$ cat src/rtl/rxcmd_pkg.sv
package rxcmd_pkg;

    // Command byte bit positions
    localparam int unsigned CMD_W      = 8;
    localparam int unsigned BIT_ENABLE = 7;
    localparam int unsigned BIT_FLUSHM = 5;
    localparam int unsigned BIT_FLUSHF = 4;
    localparam int unsigned BIT_LOCK   = 3;

    typedef struct packed {
        logic enable;
        logic flush_mach;
        logic flush_fifo;
        logic lock_req;
    } rxcmd_t;

    typedef enum logic [1:0] {
        RX_OFF = 2'b00,
        RX_ON  = 2'b01,
        LK_OFF = 2'b10,
        LK_ON  = 2'b11
    } rxst_e;

endpackage

$ cat src/rtl/rxcmd_decode.sv
module rxcmd_decode
    import rxcmd_pkg::*;
(
    input  logic [CMD_W-1:0] cmd_byte,
    output rxcmd_t           cmd
);
    // Reserved bits are deliberately not used
    logic unused_rsvd;
    assign unused_rsvd = ^{cmd_byte[6], cmd_byte[2:0]};

    always_comb begin
        cmd.enable     = cmd_byte[BIT_ENABLE];
        cmd.flush_mach = cmd_byte[BIT_FLUSHM];
        cmd.flush_fifo = cmd_byte[BIT_FLUSHF];
        // a lock written together with any flush is dropped
        cmd.lock_req   = cmd_byte[BIT_LOCK]
                         & ~cmd_byte[BIT_FLUSHM]
                         & ~cmd_byte[BIT_FLUSHF];
    end
endmodule

$ cat src/rtl/rxcmd_fsm.sv
module rxcmd_fsm
    import rxcmd_pkg::*;
(
    input  logic   clk,
    input  logic   rst_n,
    input  logic   cmd_we,
    input  rxcmd_t cmd,
    input  logic   drop,
    output logic   enabled,
    output logic   locked,
    output logic   overrun
);
    rxst_e state_q, state_d;

    function automatic rxst_e pick(input logic lk, input logic en);
        rxst_e r;
        unique case ({lk, en})
            2'b00:   r = RX_OFF;
            2'b01:   r = RX_ON;
            2'b10:   r = LK_OFF;
            default: r = LK_ON;
        endcase
        return r;
    endfunction

    // next-state selection
    always_comb begin
        state_d = state_q;
        if (cmd_we) begin
            unique case (state_q)
                RX_OFF, RX_ON: begin
                    // LOCK or hold, combined with ENABLE/DISABLE
                    state_d = pick(cmd.lock_req, cmd.enable);
                end
                LK_OFF, LK_ON: begin
                    // UNLOCK only through a machine flush
                    state_d = pick(~cmd.flush_mach, cmd.enable);
                end
                default: state_d = RX_OFF;
            endcase
        end
    end

    // state register
    always_ff @(posedge clk) begin
        if (!rst_n) state_q <= RX_OFF;
        else        state_q <= state_d;
    end

    // outputs from state
    always_comb begin
        unique case (state_q)
            RX_OFF:  begin enabled = 1'b0; locked = 1'b0; end
            RX_ON:   begin enabled = 1'b1; locked = 1'b0; end
            LK_OFF:  begin enabled = 1'b0; locked = 1'b1; end
            LK_ON:   begin enabled = 1'b1; locked = 1'b1; end
            default: begin enabled = 1'b0; locked = 1'b0; end
        endcase
    end

    // sticky overrun; machine flush has priority
    always_ff @(posedge clk) begin
        if (!rst_n)                        overrun <= 1'b0;
        else if (cmd_we && cmd.flush_mach) overrun <= 1'b0;
        else if (drop)                     overrun <= 1'b1;
    end


    lock_set_chk: assert property (@(posedge clk) disable iff (!rst_n)
        $rose(locked) |-> $past(cmd_we && cmd.lock_req));


    lock_clear_chk: assert property (@(posedge clk) disable iff (!rst_n)
        $fell(locked) |-> $past(cmd_we && cmd.flush_mach));


    flush_unlocks_chk: assert property (@(posedge clk) disable iff (!rst_n)
        (cmd_we && cmd.flush_mach) |=> (!locked && !overrun));
endmodule

$ cat src/rtl/rx_fifo.sv
module rx_fifo #(
    parameter int unsigned DEPTH = 4,
    parameter int unsigned WIDTH = 8
) (
    input  logic             clk,
    input  logic             rst_n,
    input  logic             flush,
    input  logic             push,
    input  logic [WIDTH-1:0] din,
    input  logic             pop,
    output logic [WIDTH-1:0] dout,
    output logic             empty,
    output logic             full
);
    localparam int unsigned PTR_W = (DEPTH > 1) ? $clog2(DEPTH) : 1;
    localparam int unsigned CNT_W = $clog2(DEPTH + 1);
    localparam logic [PTR_W-1:0] LAST_PTR = PTR_W'(DEPTH - 1);
    localparam logic [CNT_W-1:0] FULL_CNT = CNT_W'(DEPTH);

    logic [WIDTH-1:0] mem [DEPTH];
    logic [PTR_W-1:0] wr_ptr, rd_ptr;
    logic [CNT_W-1:0] count, count_d;
    logic             do_push, do_pop;

    // flush cancels any push or pop in the same cycle
    assign do_push = push && !full  && !flush;
    assign do_pop  = pop  && !empty && !flush;

    for (genvar g = 0; g < DEPTH; g++) begin : g_slot
        always_ff @(posedge clk) begin
            if (do_push && wr_ptr == PTR_W'(g)) mem[g] <= din;
        end
    end

    always_comb begin
        count_d = count;
        if (flush) count_d = '0;
        else begin
            unique case ({do_push, do_pop})
                2'b10:   count_d = count + 1'b1;
                2'b01:   count_d = count - 1'b1;
                default: count_d = count;
            endcase
        end
    end

    always_ff @(posedge clk) begin
        if (!rst_n || flush) begin
            wr_ptr <= '0;
            rd_ptr <= '0;
        end else begin
            if (do_push) wr_ptr <= (wr_ptr == LAST_PTR) ? '0 : wr_ptr + 1'b1;
            if (do_pop)  rd_ptr <= (rd_ptr == LAST_PTR) ? '0 : rd_ptr + 1'b1;
        end
    end

    always_ff @(posedge clk) begin
        if (!rst_n) begin
            count <= '0;
            empty <= 1'b1;
            full  <= 1'b0;
        end else begin
            count <= count_d;
            empty <= (count_d == '0);
            full  <= (count_d == FULL_CNT);
        end
    end

    assign dout = mem[rd_ptr];


    full_empty_excl_chk: assert property (@(posedge clk) disable iff (!rst_n)
        !(full && empty));


    flush_empties_chk: assert property (@(posedge clk) disable iff (!rst_n)
        flush |=> empty);


    empty_pop_ignored_chk: assert property (@(posedge clk) disable iff (!rst_n)
        (empty && !push) |=> empty);
endmodule

$ cat src/rtl/rx_cmd_ctrl.sv
module rx_cmd_ctrl
    import rxcmd_pkg::*;
#(
    parameter int unsigned DEPTH  = 4,
    parameter int unsigned CHAR_W = 8
) (
    input  logic              clk,
    input  logic              rst_n,
    input  logic              cmd_we,
    input  logic [CMD_W-1:0]  cmd_byte,
    input  logic              rx_valid,
    input  logic [CHAR_W-1:0] rx_char,
    input  logic              rx_pop,
    output logic [CHAR_W-1:0] rx_pop_data,
    output logic              fifo_empty,
    output logic              fifo_full,
    output logic              fifo_locked,
    output logic              rx_enabled,
    output logic              rx_overrun
);
    rxcmd_t cmd;
    logic   accept, drop, flush_fifo;

    rxcmd_decode u_dec (
        .cmd_byte (cmd_byte),
        .cmd      (cmd)
    );

    assign flush_fifo = cmd_we && cmd.flush_fifo;
    assign accept     = rx_valid && rx_enabled && !fifo_locked && !fifo_full;
    assign drop       = rx_valid && rx_enabled && (fifo_locked || fifo_full);

    rxcmd_fsm u_fsm (
        .clk     (clk),
        .rst_n   (rst_n),
        .cmd_we  (cmd_we),
        .cmd     (cmd),
        .drop    (drop),
        .enabled (rx_enabled),
        .locked  (fifo_locked),
        .overrun (rx_overrun)
    );

    rx_fifo #(.DEPTH(DEPTH), .WIDTH(CHAR_W)) u_fifo (
        .clk   (clk),
        .rst_n (rst_n),
        .flush (flush_fifo),
        .push  (accept),
        .din   (rx_char),
        .pop   (rx_pop),
        .dout  (rx_pop_data),
        .empty (fifo_empty),
        .full  (fifo_full)
    );


    disabled_no_fill_chk: assert property (@(posedge clk) disable iff (!rst_n)
        (!rx_enabled && fifo_empty && !cmd_we) |=> fifo_empty);


    locked_no_fill_chk: assert property (@(posedge clk) disable iff (!rst_n)
        (fifo_locked && fifo_empty && !cmd_we) |=> fifo_empty);
endmodule

$ cat config.mk
export PLATFORM = sky130hd
export DESIGN_NAME = rx_cmd_ctrl
export DESIGN_NICKNAME = d
export VERILOG_FILES = /design/src/rtl/rxcmd_pkg.sv /design/src/rtl/rxcmd_decode.sv /design/src/rtl/rxcmd_fsm.sv /design/src/rtl/rx_fifo.sv /design/src/rtl/rx_cmd_ctrl.sv
export SDC_FILE = /design/constraint.sdc
export NUM_CORES = 1
export LEC_CHECK = 0
export BUFFER_PORTS_ARGS = -buffer_cell sky130_fd_sc_hd__buf_4
export CAP_MARGIN = 20
export CELL_PAD_IN_SITES_DETAIL_PLACEMENT = 1
export CELL_PAD_IN_SITES_GLOBAL_PLACEMENT = 2
export CORE_MARGIN = 1
export CORE_UTILIZATION = 25
export CTS_BUF_LIST = sky130_fd_sc_hd__clkbuf_4 sky130_fd_sc_hd__clkbuf_8 sky130_fd_sc_hd__clkbuf_16
export DETAILED_ROUTE_END_ITERATION = 8
export GPL_TIMING_DRIVEN = 0
export HOLD_SLACK_MARGIN = 0.06
export PLACE_DENSITY_LB_ADDON = 0.1
export SYNTH_ARGS = -nofsm -noshare
export SYNTH_HDL_FRONTEND = slang
export SYNTH_SLANG_ARGS = --single-unit
export TNS_END_PERCENT = 1
$ cat constraint.sdc
create_clock -name clk -period 5 [get_ports clk]
set_input_delay 0.5 -clock clk [delete_from_list [all_inputs] [get_ports clk]]
set_output_delay 0.5 -clock clk [all_outputs]
set_load 0.01 [all_outputs]
Word level (Yosys, flattened, before mapping) --
Memory sizes are Yosys's and may differ from the RTL's. A register that Yosys moved wholly into a read port is not among the register bits. Cells that the tools add are included.
Storage, ports and cells: flip-flop bits (word level) 12, bits in writable memories 32, logic and storage cells 93, input bits 21, memories kept 1, output and inout port bits 13
Cells by class: multiplexer cells 28, equal/unequal tests 14, bitwise logic cells 5, $add $sub $neg 4, reductions and logical operators 34
Memories:
- u_fifo.mem | depth 4, width 8, rd ports 1, clocked after Yosys merged registers in 1, write ports 1, line rx_fifo.sv:20 | logic [WIDTH-1:0] mem [DEPTH];
Operator list (number):
- $mux 8 | 3
- $reduce_or 8->1 | 3
- $eq 2x2->1 const B | 8
- $logic_and 1x1->1 | 14
- $mux 2 | 7
- $pmux 2 s3 | 2
- $mux 1 | 11
- $eq 2x1->1 const B | 5
- $reduce_or 2->1 | 5
- $logic_not 2->1 | 4
- $pmux 3 s2 | 1
- $logic_not 1->1 | 5
- $add 2x1->2 const B | 2
- $pmux 1 s2 | 2
- $pmux 2 s2 | 1
- $add 3x1->3 const B | 1
- $eq 3x3->1 const B | 1
- $logic_not 3->1 | 1
- $mux 3 | 1
- $not 1->1 | 3
- $sub 3x1->3 const B | 1
- $and 1x1->1 | 2
- $logic_or 1x1->1 | 2

Logic depth before layout (Yosys ltp) --
depth after elaboration 15, depth in mapped cells 9, gate-level depth less buffers 8

Cells and area by module --
Synthesis repeated with hierarchy kept, for this count alone.
Second synthesis, totals: cell total of the unflattened synthesis 118, area, all modules 1895.6 um^2
By module, submodules not included:
- rx_fifo | instances 1, cells each 99, area an instance 1715.4 um^2, sequential area each 1181.1 um^2
- rxcmd_fsm | instances 1, cells each 12, area an instance 116.4 um^2, sequential area each 60.1 um^2
- rxcmd_decode | instances 1, cells each 4, area an instance 35.0 um^2, sequential area each 0.0 um^2
- rx_cmd_ctrl | instances 1, cells each 3, area an instance 28.8 um^2, sequential area each 0.0 um^2

Worst setup path before layout --
OpenSTA, ideal clock, no wires.
kind input -> register, from input rx_valid, to register u_fifo.empty, slack 2561 ps, data required time 4885 ps, library setup time 115 ps, buffers on the path 1, data arrival time 2323 ps, stages 9, cell sequence nor4bb_1 buf_2 and2_1 inv_1 ha_1 fa_1 xnor2_1 or3_4 a31o_1
Between the ends: cells in the longest elaborated chain, start to end 9, elaborated cells between the ends (all ways) 10, those cells by class 2 x eq/ne; 2 x mux; 6 x reduce/logical
Ends and longest elaborated chain:
- start, declared | line rx_cmd_ctrl.sv:11 | input logic rx_valid,
- $logic_and 1x1->1 (*) (3 in a row) | line rx_cmd_ctrl.sv:30 | assign accept = rx_valid && rx_enabled && !fifo_locked && !fifo_full;
- $logic_and 1x1->1 (*) (2 in a row) | line rx_fifo.sv:26 | assign do_push = push && !full && !flush;
- $eq 2x1->1 or $eq 2x2->1 (tied branches) | line rx_fifo.sv:39 | unique case ({do_push, do_pop})
- $pmux 3 s2 (*) | line rx_fifo.sv:39
- $mux 3 (*) | line rx_fifo.sv:37 | if (flush) count_d = '0;
- $logic_not 3->1 (*) | line rx_fifo.sv:64 | empty <= (count_d == '0);
- end signal, assigned | line rx_fifo.sv:64
- end, declared | line rx_fifo.sv:12 | output logic empty,
Every way passes the cells marked *; elsewhere a longest branch is shown, timed or not. A chain may end at the register's enable or synchronous reset.

Final worst setup path --
from register u_fsm.state_q[1], to register u_fifo.full
Between the ends: cells in the longest elaborated chain, start to end 12, elaborated cells between the ends (all ways) 21, those cells by class 6 x eq/ne; 4 x mux; 11 x reduce/logical
Ends and longest elaborated chain:
- start, declared | line rxcmd_fsm.sv:13 | rxst_e state_q, state_d;
- start signal, assigned | line rxcmd_fsm.sv:47 | else state_q <= state_d;
- $eq 2x1->1, or another cell as far along | line rxcmd_fsm.sv:52 | unique case (state_q)
- $reduce_or 2->1 (no source line)
- $pmux 1 s2 | line rxcmd_fsm.sv:52
- $logic_and 1x1->1 or $logic_not 1->1 (tied branches) | line rx_cmd_ctrl.sv:30
- $logic_and 1x1->1 (*) (2 in a row) | line rx_cmd_ctrl.sv:30
- $logic_and 1x1->1 (*) (2 in a row) | line rx_fifo.sv:26
- $eq 2x1->1 or $eq 2x2->1 (tied branches) | line rx_fifo.sv:39
- $pmux 3 s2 (*) | line rx_fifo.sv:39
- $mux 3 (*) | line rx_fifo.sv:37
- $eq 3x3->1 (*) | line rx_fifo.sv:65 | full <= (count_d == FULL_CNT);
- end signal, assigned | line rx_fifo.sv:65
- end, declared | line rx_fifo.sv:13 | output logic full
Marked as above.

==> impl_metrics.yaml <==
layout:
  fin_cells: 246
  synthToLayoutAreaGrowth_pct: 23.50
  drive_gt1_frac: 0.3400
  final_cell_mix: "edfxtp_1, buf_4, dfxtp_1"
  fill_cells: 738
  utilization: 0.3267
  antennaDiodeCount: 0
  fin_nets: 177
  layout_commonest_cell: "edfxtp_1"
power_and_ir_drop:
  p_leak_nw: 0.8153
  ir_worst_vdd_v: 0.00009114
  p_per_area_nw_per_um2: 302.7
logic_synthesis:
  synth-seq-area-share: 0.6757
  syn_nets: 141
  synth_area_um2: 1837
  synth_top_area_cell: "edfxtp_1"
  yosysTopAreaCellShare: 0.5232
  synth_cell_types: 30
  yosys_warnings: 0
  ys_seq_elements: 46
  syn_inst: 113
  synth_area_leaders: "edfxtp_1, dfxtp_1, mux4_2, ha_1, mux2i_1"
  avgSynthCellArea_um2: 16.25
clocking:
  root_buffer: "clkbuf_8"
  path_clk_slew_ps: 100
  numClockSinks: 46
  clkLatencyLatePin_ps: 300
  cts_buffers: 5
  cts_setup_buffers: 0
  hold_buffers: 0
  ctsResizeCount: 0
  tritoncts: "yes"
  cts_htree_levels: 2
  clock_path_buffers: 2
global_routing:
  grt_max_degree: 17
  antenna_found_initial: 0
  overflow: 0
  grt_usage: 0.09970
  grt_pass1_wl_mm: 5.437
  grt_pass1_vias: 1073
worst_hold_path:
  hold_end: "u_fifo.mem[2][0]"
  whs_path_depth: 1
  hold_start: "rx_char[0]"
  hold_class: "input port to register"
sta:
  finClkSkew_ps: 9.750
  fin_tns_setup_ps: 0
  hold_viol: 0
  layout_setup_ws_ps: 2552
  fin_hold_ws_ps: 390.7
  relSlewSlack: 0.6352
  tightest_slew_ps: 547.1
  fmaxAchievable_mhz: 408.5
  rsz0062_at_grt: "no"
  min_period_over_period: 0.4896
  setup_violations: 0
  min_period_ps: 2448
  slew_viol_final: 0
floorplanning:
  start_util: 0.2645
  io_pins: 34
  core_um2: 6944
  die_w_um: 87.72
  die-area_um2: 7694
  rows: 30
  die_h_um: 87.72
worst_setup_path:
  rr_worst_depth: 9
  critPathLaunch: "u_fsm.state_q[1]"
  arrival_ps: 2670
  rr_endpoint: "u_fifo.full"
  cpMaxStageDelayCell: "fa_1"
  critPathMaxStageDelay_ps: 380
  regToRegSetupSlack_ps: 2550
  cp_cell_sequence: "nor4bb_1 -> buf_2 -> and2_1 -> inv_1 -> ha_1 -> fa_1 -> xnor2_1 -> or3_4 -> a211oi_2"
  worstSetupEndpointType: "register"
  r2r_start: "u_fsm.state_q[1]"
  worst-setup-path-type: "register to register"
  critPathTopFamily: "simple AND/OR/NAND/NOR gates"
  cp_max_fo: 7
  cp.required_ps: 5220
  path_buf_inv: 2
  start_kind: "register"
detailed_routing:
  wl_mm: 3.374
  drt_pass1_iterations: 4
  wl_per_cell_um: 13.72
  drt_iter0_markers: 46
  via_count: 1011
  drc_errors: 0
  viasPerCell: 4.110
  ant_nets: 0
run_status:
  status: "complete, no violations"
placement:
  dp_slack_ps: 2293
  place_inst: 238
  hpwl_mm: 2.401
  routabilityCongestion: 0.6543
  io_buffers: 29
job:
  cap_violations: 0
## logic make-up (layout without fill, tap and decap cells)
| logic type | Yosys count | count (layout) | share of synthesized area |
|---|---|---|---|
| xor+xnor | 1 | 1 | 0.004769 |
| mux | 13 | 13 | 0.1253 |
| simple gates | 25 | 25 | 0.07697 |
| compound gates | 11 | 11 | 0.04360 |
| buf+inv | 10 | 47 | 0.02180 |
| flops | 46 | 46 | 0.6757 |
| fa+ha+maj | 7 | 7 | 0.05177 |
## registers in the layout, indices dropped and copies added, names as in the netlist, named ones only
name	count
u_fifo.mem	32
u_fifo.count	3
u_fifo.rd_ptr	2
u_fifo.wr_ptr	2
u_fsm.state_q	2
u_fifo.empty	1
u_fifo.full	1
u_fsm.overrun	1
## metal layers
layer,wire length [um],up-vias,GRT usage
met4,44,0,0.03577
met3,138,4,0.03299
li1,-,494,-
met1,1487,494,0.1179
met2,1704,19,0.1691
met5,0,-,0
## worst max-delay path by stage
stage	endpoint	slack [ps]	cells past startpoint
after CTS	u_fifo.full	2530	9
after global placement	u_fifo.full	2250	10
final	u_fifo.full	2550	9
after floorplan	u_fifo.empty	2560	9
after detailed placement	u_fifo.empty	2290	10
after global routing	u_fifo.empty	2390	9
## through the flow
stage / instance area (um^2) / power [mW]
floorplan: 1837 / 0.4384
global placement: 2175 / 0.4596
detailed placement: 2175 / 0.4609
CTS: 2268 / 0.6992
global route: 2268 / 0.7161
finish: 2268 / 0.6867
## area by class of cell
class	count	area, um^2	area share
Sequential cell	46	1241	0.5472
Multi-Input combinational cell	57	555.5	0.2449
Timing Repair Buffer	29	217.7	0.09597
Tap cell	96	120.1	0.05295
Clock buffer	5	68.82	0.03034
Clock inverter	3	25.02	0.01103
Buffer	5	21.27	0.009377
Inverter	5	18.77	0.008274
## synth_stat cells
library cell	number
or3_4	1
o22a_1	1
xnor2_1	1
nand3_1	1
a21oi_1	3
mux4_2	8
fa_1	1
mux2i_1	5
a21bo_2	1
o211ai_1	1
nand2_1	3
nand2_2	1
a31oi_1	1
edfxtp_1	32
nor2_1	7
nor2b_1	2
clkbuf_1	3
a31o_1	1
and2_1	2
and4_1	1
nand2b_1	2
buf_2	2
nor4bb_1	1
o22ai_1	1
inv_1	5
dfxtp_1	14
a211oi_2	1
o21ai_0	1
ha_1	6
and3_1	4
## report_power, final
part | internal, mW | total, mW | switching (mW) | leakage [nW]
logic | 0.0205 | 0.0387 | 0.0181 | 0.369
clock network | 0.101 | 0.236 | 0.135 | 0.0447
registers | 0.410 | 0.412 | 0.00222 | 0.401
total | 0.532 | 0.687 | 0.155 | 0.815
Note: power is estimated with default switching activity, not from simulation.
